--- src/rtl/flcs_pkg.sv ---
package flcs_pkg;
    typedef enum logic [0:0] {
        ST_IDLE = 1'b0,
        ST_RUN  = 1'b1
    } cmd_state_e;

    localparam int DATA_W    = 8;
    localparam int BIT_DONE  = 7;
    localparam int BIT_ACCER = 5;
    localparam int BIT_PROT  = 4;
    localparam int BIT_BUSY  = 3;
    localparam int BIT_DFLT  = 1;
    localparam int BIT_SFLT  = 0;
endpackage

--- src/rtl/flcs_w1c_flag.sv ---
module flcs_w1c_flag (
    input  logic clk,
    input  logic rst_n,
    input  logic set_i,
    input  logic clr_i,
    output logic q_o
);
    // A set pulse wins over a clear in the same cycle.
    always_ff @(posedge clk or negedge rst_n) begin
        if (!rst_n)      q_o <= 1'b0;
        else if (set_i)  q_o <= 1'b1;
        else if (clr_i)  q_o <= 1'b0;
    end

    assert_set_takes_R6: assert property (@(posedge clk) disable iff (!rst_n)
        set_i |=> q_o);
    assert_sticky_hold_R7: assert property (@(posedge clk) disable iff (!rst_n)
        (q_o && !clr_i) |=> q_o);
    assert_w1c_clears_R7: assert property (@(posedge clk) disable iff (!rst_n)
        (clr_i && !set_i) |=> !q_o);
endmodule

--- src/rtl/flcs_cmd_fsm.sv ---
module flcs_cmd_fsm
    import flcs_pkg::*;
#(
    parameter int ST_W = 2
) (
    input  logic            clk,
    input  logic            rst_n,
    input  logic            launch_req_i,
    input  logic            blocked_i,
    input  logic            eng_done_i,
    input  logic            eng_err_i,
    input  logic [ST_W-1:0] eng_stat_i,
    output logic            idle_o,
    output logic            start_o,
    output logic            acc_set_o,
    output logic [ST_W-1:0] stat_o
);
    cmd_state_e state_q, state_d;
    logic       accept;
    logic       finish;

    assign accept = (state_q == ST_IDLE) && launch_req_i && !blocked_i;
    assign finish = (state_q == ST_RUN) && (eng_done_i || eng_err_i);

    // Transition logic: LAUNCH and FINISH.
    always_comb begin
        state_d = state_q;
        unique case (state_q)
            ST_IDLE: if (accept) state_d = ST_RUN;
            ST_RUN:  if (finish) state_d = ST_IDLE;
            default: state_d = ST_IDLE;
        endcase
    end

    // State register.
    always_ff @(posedge clk or negedge rst_n) begin
        if (!rst_n) state_q <= ST_IDLE;
        else        state_q <= state_d;
    end

    // Registered outputs: start strobe and completion status.
    always_ff @(posedge clk or negedge rst_n) begin
        if (!rst_n) begin
            start_o <= 1'b0;
            stat_o  <= '0;
        end else begin
            start_o <= accept;
            if (accept)
                stat_o <= '0;
            else if ((state_q == ST_RUN) && eng_done_i)
                stat_o <= stat_o | eng_stat_i;
        end
    end

    assign idle_o    = (state_q == ST_IDLE);
    assign acc_set_o = (state_q == ST_RUN) && eng_err_i;

    assert_start_single_R2: assert property (@(posedge clk) disable iff (!rst_n)
        start_o |=> !start_o);
    assert_start_in_run_R2: assert property (@(posedge clk) disable iff (!rst_n)
        start_o |-> !idle_o);
    assert_blocked_no_start_R5: assert property (@(posedge clk) disable iff (!rst_n)
        (launch_req_i && blocked_i) |=> !start_o);
    assert_finish_idle_R3: assert property (@(posedge clk) disable iff (!rst_n)
        (!idle_o && (eng_done_i || eng_err_i)) |=> idle_o);
    assert_run_relaunch_R9: assert property (@(posedge clk) disable iff (!rst_n)
        (!idle_o && !eng_done_i && !eng_err_i) |=> (!idle_o && !start_o));
endmodule

--- src/rtl/flcs_fault_reg.sv ---
module flcs_fault_reg #(
    parameter int N_FLT = 2
) (
    input  logic             clk,
    input  logic             rst_n,
    input  logic [N_FLT-1:0] set_i,
    input  logic [N_FLT-1:0] clr_i,
    output logic [N_FLT-1:0] q_o
);
    for (genvar i = 0; i < N_FLT; i++) begin : g_flt
        flcs_w1c_flag u_flag (
            .clk   (clk),
            .rst_n (rst_n),
            .set_i (set_i[i]),
            .clr_i (clr_i[i]),
            .q_o   (q_o[i])
        );
    end

    assert_fault_set_R11: assert property (@(posedge clk) disable iff (!rst_n)
        (|set_i) |=> ((q_o & $past(set_i)) == $past(set_i)));
endmodule

--- src/rtl/flash_cmd_stat.sv ---
module flash_cmd_stat
    import flcs_pkg::*;
#(
    parameter int          ADDR_W     = 4,
    parameter int          ST_W       = 2,
    parameter logic [3:0]  STAT_ADDR  = 4'h6,
    parameter logic [3:0]  FAULT_ADDR = 4'h7
) (
    input  logic              clk,
    input  logic              rst_n,
    input  logic              reg_wr,
    input  logic [ADDR_W-1:0] reg_addr,
    input  logic [7:0]        reg_wdata,
    output logic [7:0]        reg_rdata,
    output logic              eng_start,
    input  logic              eng_done,
    input  logic              eng_err,
    input  logic [ST_W-1:0]   eng_stat,
    input  logic              prot_viol,
    input  logic              fault_single,
    input  logic              fault_double
);
    localparam int N_FLT = 2;
    localparam logic [ADDR_W-1:0] A_STAT  = ADDR_W'(STAT_ADDR);
    localparam logic [ADDR_W-1:0] A_FAULT = ADDR_W'(FAULT_ADDR);

    logic             wr_stat, wr_fault;
    logic             launch_req, blocked;
    logic             acc_q, prot_q, acc_set;
    logic             idle;
    logic [ST_W-1:0]  stat;
    logic [N_FLT-1:0] flt_q, flt_set, flt_clr;
    logic             unused_wbits;

    assign wr_stat    = reg_wr && (reg_addr == A_STAT);
    assign wr_fault   = reg_wr && (reg_addr == A_FAULT);
    assign launch_req = wr_stat && reg_wdata[BIT_DONE];
    assign blocked    = acc_q || prot_q;
    assign unused_wbits = ^{reg_wdata[6], reg_wdata[3:2], reg_wdata[7:2] & 6'h00};

    flcs_cmd_fsm #(.ST_W(ST_W)) u_fsm (
        .clk          (clk),
        .rst_n        (rst_n),
        .launch_req_i (launch_req),
        .blocked_i    (blocked),
        .eng_done_i   (eng_done),
        .eng_err_i    (eng_err),
        .eng_stat_i   (eng_stat),
        .idle_o       (idle),
        .start_o      (eng_start),
        .acc_set_o    (acc_set),
        .stat_o       (stat)
    );

    flcs_w1c_flag u_acc (
        .clk   (clk),
        .rst_n (rst_n),
        .set_i (acc_set),
        .clr_i (wr_stat && reg_wdata[BIT_ACCER]),
        .q_o   (acc_q)
    );

    flcs_w1c_flag u_prot (
        .clk   (clk),
        .rst_n (rst_n),
        .set_i (prot_viol),
        .clr_i (wr_stat && reg_wdata[BIT_PROT]),
        .q_o   (prot_q)
    );

    assign flt_set = {fault_double, fault_single};
    assign flt_clr = {N_FLT{wr_fault}} & {reg_wdata[BIT_DFLT], reg_wdata[BIT_SFLT]};

    flcs_fault_reg #(.N_FLT(N_FLT)) u_fault (
        .clk   (clk),
        .rst_n (rst_n),
        .set_i (flt_set),
        .clr_i (flt_clr),
        .q_o   (flt_q)
    );

    always_comb begin
        reg_rdata = '0;
        if (reg_addr == A_STAT) begin
            reg_rdata[BIT_DONE]  = idle;
            reg_rdata[BIT_ACCER] = acc_q;
            reg_rdata[BIT_PROT]  = prot_q;
            reg_rdata[BIT_BUSY]  = !idle;
            reg_rdata[ST_W-1:0]  = stat;
        end else if (reg_addr == A_FAULT) begin
            reg_rdata[N_FLT-1:0] = flt_q;
        end
    end

    assert_engine_err_sets_R4: assert property (@(posedge clk) disable iff (!rst_n)
        (!idle && eng_err) |=> acc_q);
    assert_prot_blocks_R6: assert property (@(posedge clk) disable iff (!rst_n)
        (prot_q && launch_req) |=> !eng_start);
    assert_launch_clears_stat_R2: assert property (@(posedge clk) disable iff (!rst_n)
        eng_start |-> (stat == '0));
endmodule

--- config.mk ---
export PLATFORM = sky130hd
export DESIGN_NAME = flash_cmd_stat
export DESIGN_NICKNAME = d
export VERILOG_FILES = /design/src/rtl/flcs_pkg.sv /design/src/rtl/flcs_w1c_flag.sv /design/src/rtl/flcs_cmd_fsm.sv /design/src/rtl/flcs_fault_reg.sv /design/src/rtl/flash_cmd_stat.sv
export SDC_FILE = /design/constraint.sdc
export NUM_CORES = 1
export LEC_CHECK = 0
export BUFFER_PORTS_ARGS = -buffer_cell sky130_fd_sc_hd__buf_2
export CAP_MARGIN = 20
export CORE_UTILIZATION = 25
export CTS_CLUSTER_SIZE = 20
export DETAILED_ROUTE_END_ITERATION = 16
export SYNTH_ARGS = -nofsm -noshare
export SYNTH_HDL_FRONTEND = slang
export SYNTH_HIERARCHICAL = 1
export SYNTH_SLANG_ARGS = --single-unit
--- constraint.sdc ---
create_clock -name clk -period 2.9 [get_ports clk]
set_clock_uncertainty 0.1 [all_clocks]
set_input_delay 0.29 -clock clk [delete_from_list [all_inputs] [get_ports clk]]
set_output_delay 0.29 -clock clk [all_outputs]
set_load 0.03 [all_outputs]
Word-level counts from Yosys, hierarchy flattened
Index checks and enable logic that the tools add are counted.
Storage, ports and cells
  register bits after elaboration: 8
  latch bits: 0
  memory bits (writable): 0
  memory bits (read-only): 0
  input bits: 22
  output and inout bits: 9
  memories kept: 0
Cells by class
  add/sub/neg operators: 0
  $mul: 0
  divide/modulo/power cells: 0
  $lt $le $gt $ge: 0
  equal/unequal tests: 2
  shifts and indexed selects: 0
  multiplexer cells: 17
  bitwise logic cells: 3
  reduce and logical (&&, ||, !) cells: 18
Operator list (number)
  $mux 1: 11
  $logic_and 1x1->1: 10
  $reduce_bool 2->1: 5
  $eq 4x3->1 const B: 2
  $mux 2: 4
  $mux 3: 1
  $and 2x2->2: 1
  $logic_or 1x1->1: 2
  $or 2x2->2: 1
  $pmux 1 s2: 1
  $logic_not 1->1: 1
  $not 1->1: 1

Logic depth before layout (Yosys ltp)
  depth in word-level cells: 7
  mapped depth: 4
  gate-level depth less buffers: 4

Cells and area by module
The synthesis kept the hierarchy.
By module, submodules not included
  flcs_cmd_fsm: times used 1, cells an instance 14, area an instance 168.9 um^2, sequential area each 100.1 um^2
  flcs_w1c_flag: times used 4, cells an instance 3, area an instance 36.3 um^2, sequential area each 25.0 um^2
  flash_cmd_stat: times used 1, cells an instance 21, area an instance 137.6 um^2, sequential area each 0.0 um^2

Least setup slack after synthesis
OpenSTA, ideal clock, no wires.
  path kind: input-to-output
  start point: in reg_addr[0]
  end point: out reg_rdata[3]
  arrival time: 1.083 ns
  required time: 2.510 ns
  path slack: 1.427 ns
  cell stages on the path: 2
  cells stage by stage: and4bb_2 > nor2b_1
On the way
  cells in the longest elaborated chain, start to end: 2
Ends and longest elaborated chain
  start, declared: line flash_cmd_stat.sv:12  | input logic [ADDR_W-1:0] reg_addr,
  $eq 4x3->1: line flash_cmd_stat.sv:84  | if (reg_addr == A_STAT) begin
  $mux 3: line flash_cmd_stat.sv:84
  end, declared: line flash_cmd_stat.sv:14  | output logic [7:0] reg_rdata,
Every way passes these cells.

Worst setup path after layout
Ends and elaborated chain as after synthesis.

==> impl_metrics.tcl <==
set metrics [dict create \
    status "complete, no violations" \
    r2r_slack_ns 1.72 \
    post-route-drc-count 0 \
    overflow 0 \
    clk_latency_ns 0.25 \
    drtAntennaViolNets 0 \
    crit_required_ns 2.51 \
    rows 14 \
    timing.rr.end "u_fsm/state_q" \
    fin_util_pct 39.40 \
    synth_cell_types 22 \
    routed_wl_um 981 \
    detail_route.first_pass.iterations 4 \
    numPortBuffers 25 \
    grt_max_degree 9 \
    hpwl_um 800.1 \
    start_kind "primary input" \
    vdd_drop_max_mv 0.2466 \
    rsz0062_at_grt "no" \
    pin_count 31 \
    grt_pass1_vias 409 \
    r2r-start "u_prot/q_o" \
    synth_area_leader_cell "dfrtp_1" \
    vias_per_cell 4.232 \
    worstPathMaxFanout 7 \
    cts.path.max_buffers 2 \
    critPathKind "primary input to primary output" \
    worstPathArrival_ns 1.13 \
    die_h_um 44.51 \
    dieArea_um2 1981 \
    powerDensity_nw_per_um2 375.6 \
    syn_to_final_growth_pct 39.06 \
    gp_congestion 0.7012 \
    cts_tree "done" \
    syn_avg_cell_area_um2 9.610 \
    worstRegToRegCells 3 \
    ys_top_cells_by_area "dfrtp_1 44%, a21o_1 6.6%, mux2i_1 4.4%" \
    coreArea_um2 1594 \
    num_vias 419 \
    fmax_mhz 657.2 \
    fp.dieW_um 44.51 \
    fin_crit_ns 1.522 \
    maxCapViolations 0 \
    setup_viol_count_final 0 \
    synth_top_cell_area_share_pct 44.32 \
    end_kind "primary output" \
    cts_made_buffers 3 \
    postCtsSetupBuffers 0 \
    grt_antenna_before_repair 0 \
    clock_sinks 8 \
    min_to "u_prot/q_o" \
    synthCells 47 \
    holdPathStages 2 \
    timing.final.hold_violations 0 \
    drive_gt1_share_pct 48.00 \
    whs_ns 0.1135 \
    cts_resized 0 \
    ctsHoldBuffers 1 \
    fin_crit_sh_pct 52.47 \
    yosysSeqAreaShare_pct 44.32 \
    clk_pin_slew_ns 0.05 \
    cts_root_buf "clkbuf_4" \
    layout.nets 99 \
    fin_tns_setup_ns 0 \
    antennaDiodeCount 0 \
    htree_num_levels 1 \
    p_leak_uw 0.0003284 \
    wire_per_inst_um 9.909 \
    slew_viol_final 0 \
    synth-seq-cells 8 \
    drtIter0Drc 3 \
    start_util_pct 28.34 \
    yosys_warnings 6 \
    synth_area_um2 451.7 \
    grt_pass1_wl_um 1662 \
    holdCritPathClass "primary input to flop" \
    hp-start "prot_viol" \
    grt_usage_pct 11.92 \
]
==> Yosys cell counts <==
library cell	instances
mux2i_1	2
nor2b_1	1
nand2b_1	1
buf_4	2
dfrtp_1	8
nand3b_1	1
a21o_1	4
o2bb2ai_1	2
inv_2	1
o22ai_1	1
nor2_1	5
and3_1	1
inv_1	4
and2_2	2
or2_2	1
and3_2	2
and4bb_2	1
nand2b_4	1
nand3_1	2
a21oi_1	2
and2_1	2
conb_1	1
==> layout make-up <==
class	count	area [µm²]
Clock buffer	3	22.52
Multi-Input combinational cell	33	221.5
Fill cell	179	965.9
Timing Repair Buffer	26	135.1
Sequential cell	8	200.2
Tap cell	24	30.03
Inverter	5	18.77
==> registers in the layout (all words and copies together), names as in the netlist <==
signal / cells
u_fault/g_flt.u_flag/q_o: 2
u_fsm/stat_o: 2
u_acc/q_o: 1
u_fsm/start_o: 1
u_fsm/state_q: 1
u_prot/q_o: 1
==> worst max path at each step <==
stage | from | endpoint | slack, ns
6_report | reg_addr[0] | reg_rdata[3] | 1.38
5_1_grt | reg_addr[0] | reg_rdata[3] | 1.32
4_1_cts | reg_addr[0] | reg_rdata[3] | 1.37
3_5_place_dp | reg_addr[0] | reg_rdata[3] | 1.37
3_3_place_gp | reg_addr[0] | reg_rdata[5] | 1.39
2_1_floorplan | reg_addr[0] | reg_rdata[3] | 1.43
==> power by group <==
| group | switching (µW) | internal (µW) |
|---|---|---|
| registers | 1.93 | 114 |
| clock network | 35.9 | 47.2 |
| logic | 19.2 | 17.2 |
==> through the flow <==
stage / setup slack (ns) / std cells / cell area [µm²] / total power (µW)
after floorplan: 1.427 / 48 / 455.4 / 136.6
after global placement: 1.387 / 95 / 595.6 / 153.6
after detailed placement: 1.372 / 95 / 595.6 / 154.4
after CTS: 1.372 / 99 / 628.1 / 241.5
after global routing: 1.320 / 99 / 628.1 / 250.0
final: 1.378 / 99 / 628.1 / 235.9
==> layout by cell type, fill, tap and decap left out <==
master         instances
mux2i_1                2
buf_2                 25
nand3b_1               1
nor2b_1                1
and2_1                 2
and3_1                 1
or2_2                  1
nand2b_1               1
o22ai_1                1
inv_2                  1
inv_1                  4
a21oi_1                2
clkbuf_4               3
conb_1                 2
and2_2                 2
and3_2                 2
dlygate4sd3_1          1
nand2b_4               1
o2bb2ai_1              2
a21o_1                 4
dfrtp_1                8
nand3_1                2
nor2_1                 5
and4bb_2               1
==> metal layers <==
| metal | wire, µm | global-route usage (%) |
|---|---|---|
| met5 | 0 | 0 |
| met4 | 0 | 3.636 |
| met3 | 102 | 6.531 |
| met2 | 480 | 19.12 |
| met1 | 398 | 13.57 |
==> worst max-delay path: stages <==
cell	delay, ns
buf_2	0.14
and4bb_2	0.36
nor2b_1	0.14
buf_2	0.20
==> logic make-up (layout without fill, tap and decap cells) <==
| family | Yosys count | in the layout | share of synthesized area (%) |
|---|---|---|---|
| AOI/OAI and AO/OA | 9 | 9 | 14.13 |
| buffers and inverters | 7 | 34 | 7.476 |
| DFF | 8 | 8 | 44.32 |
| muxes | 2 | 2 | 4.432 |
| other | 1 | 2 | 0.8302 |
| and+or+nand+nor | 20 | 20 | 28.81 |
(Power assumes the default switching activity.)
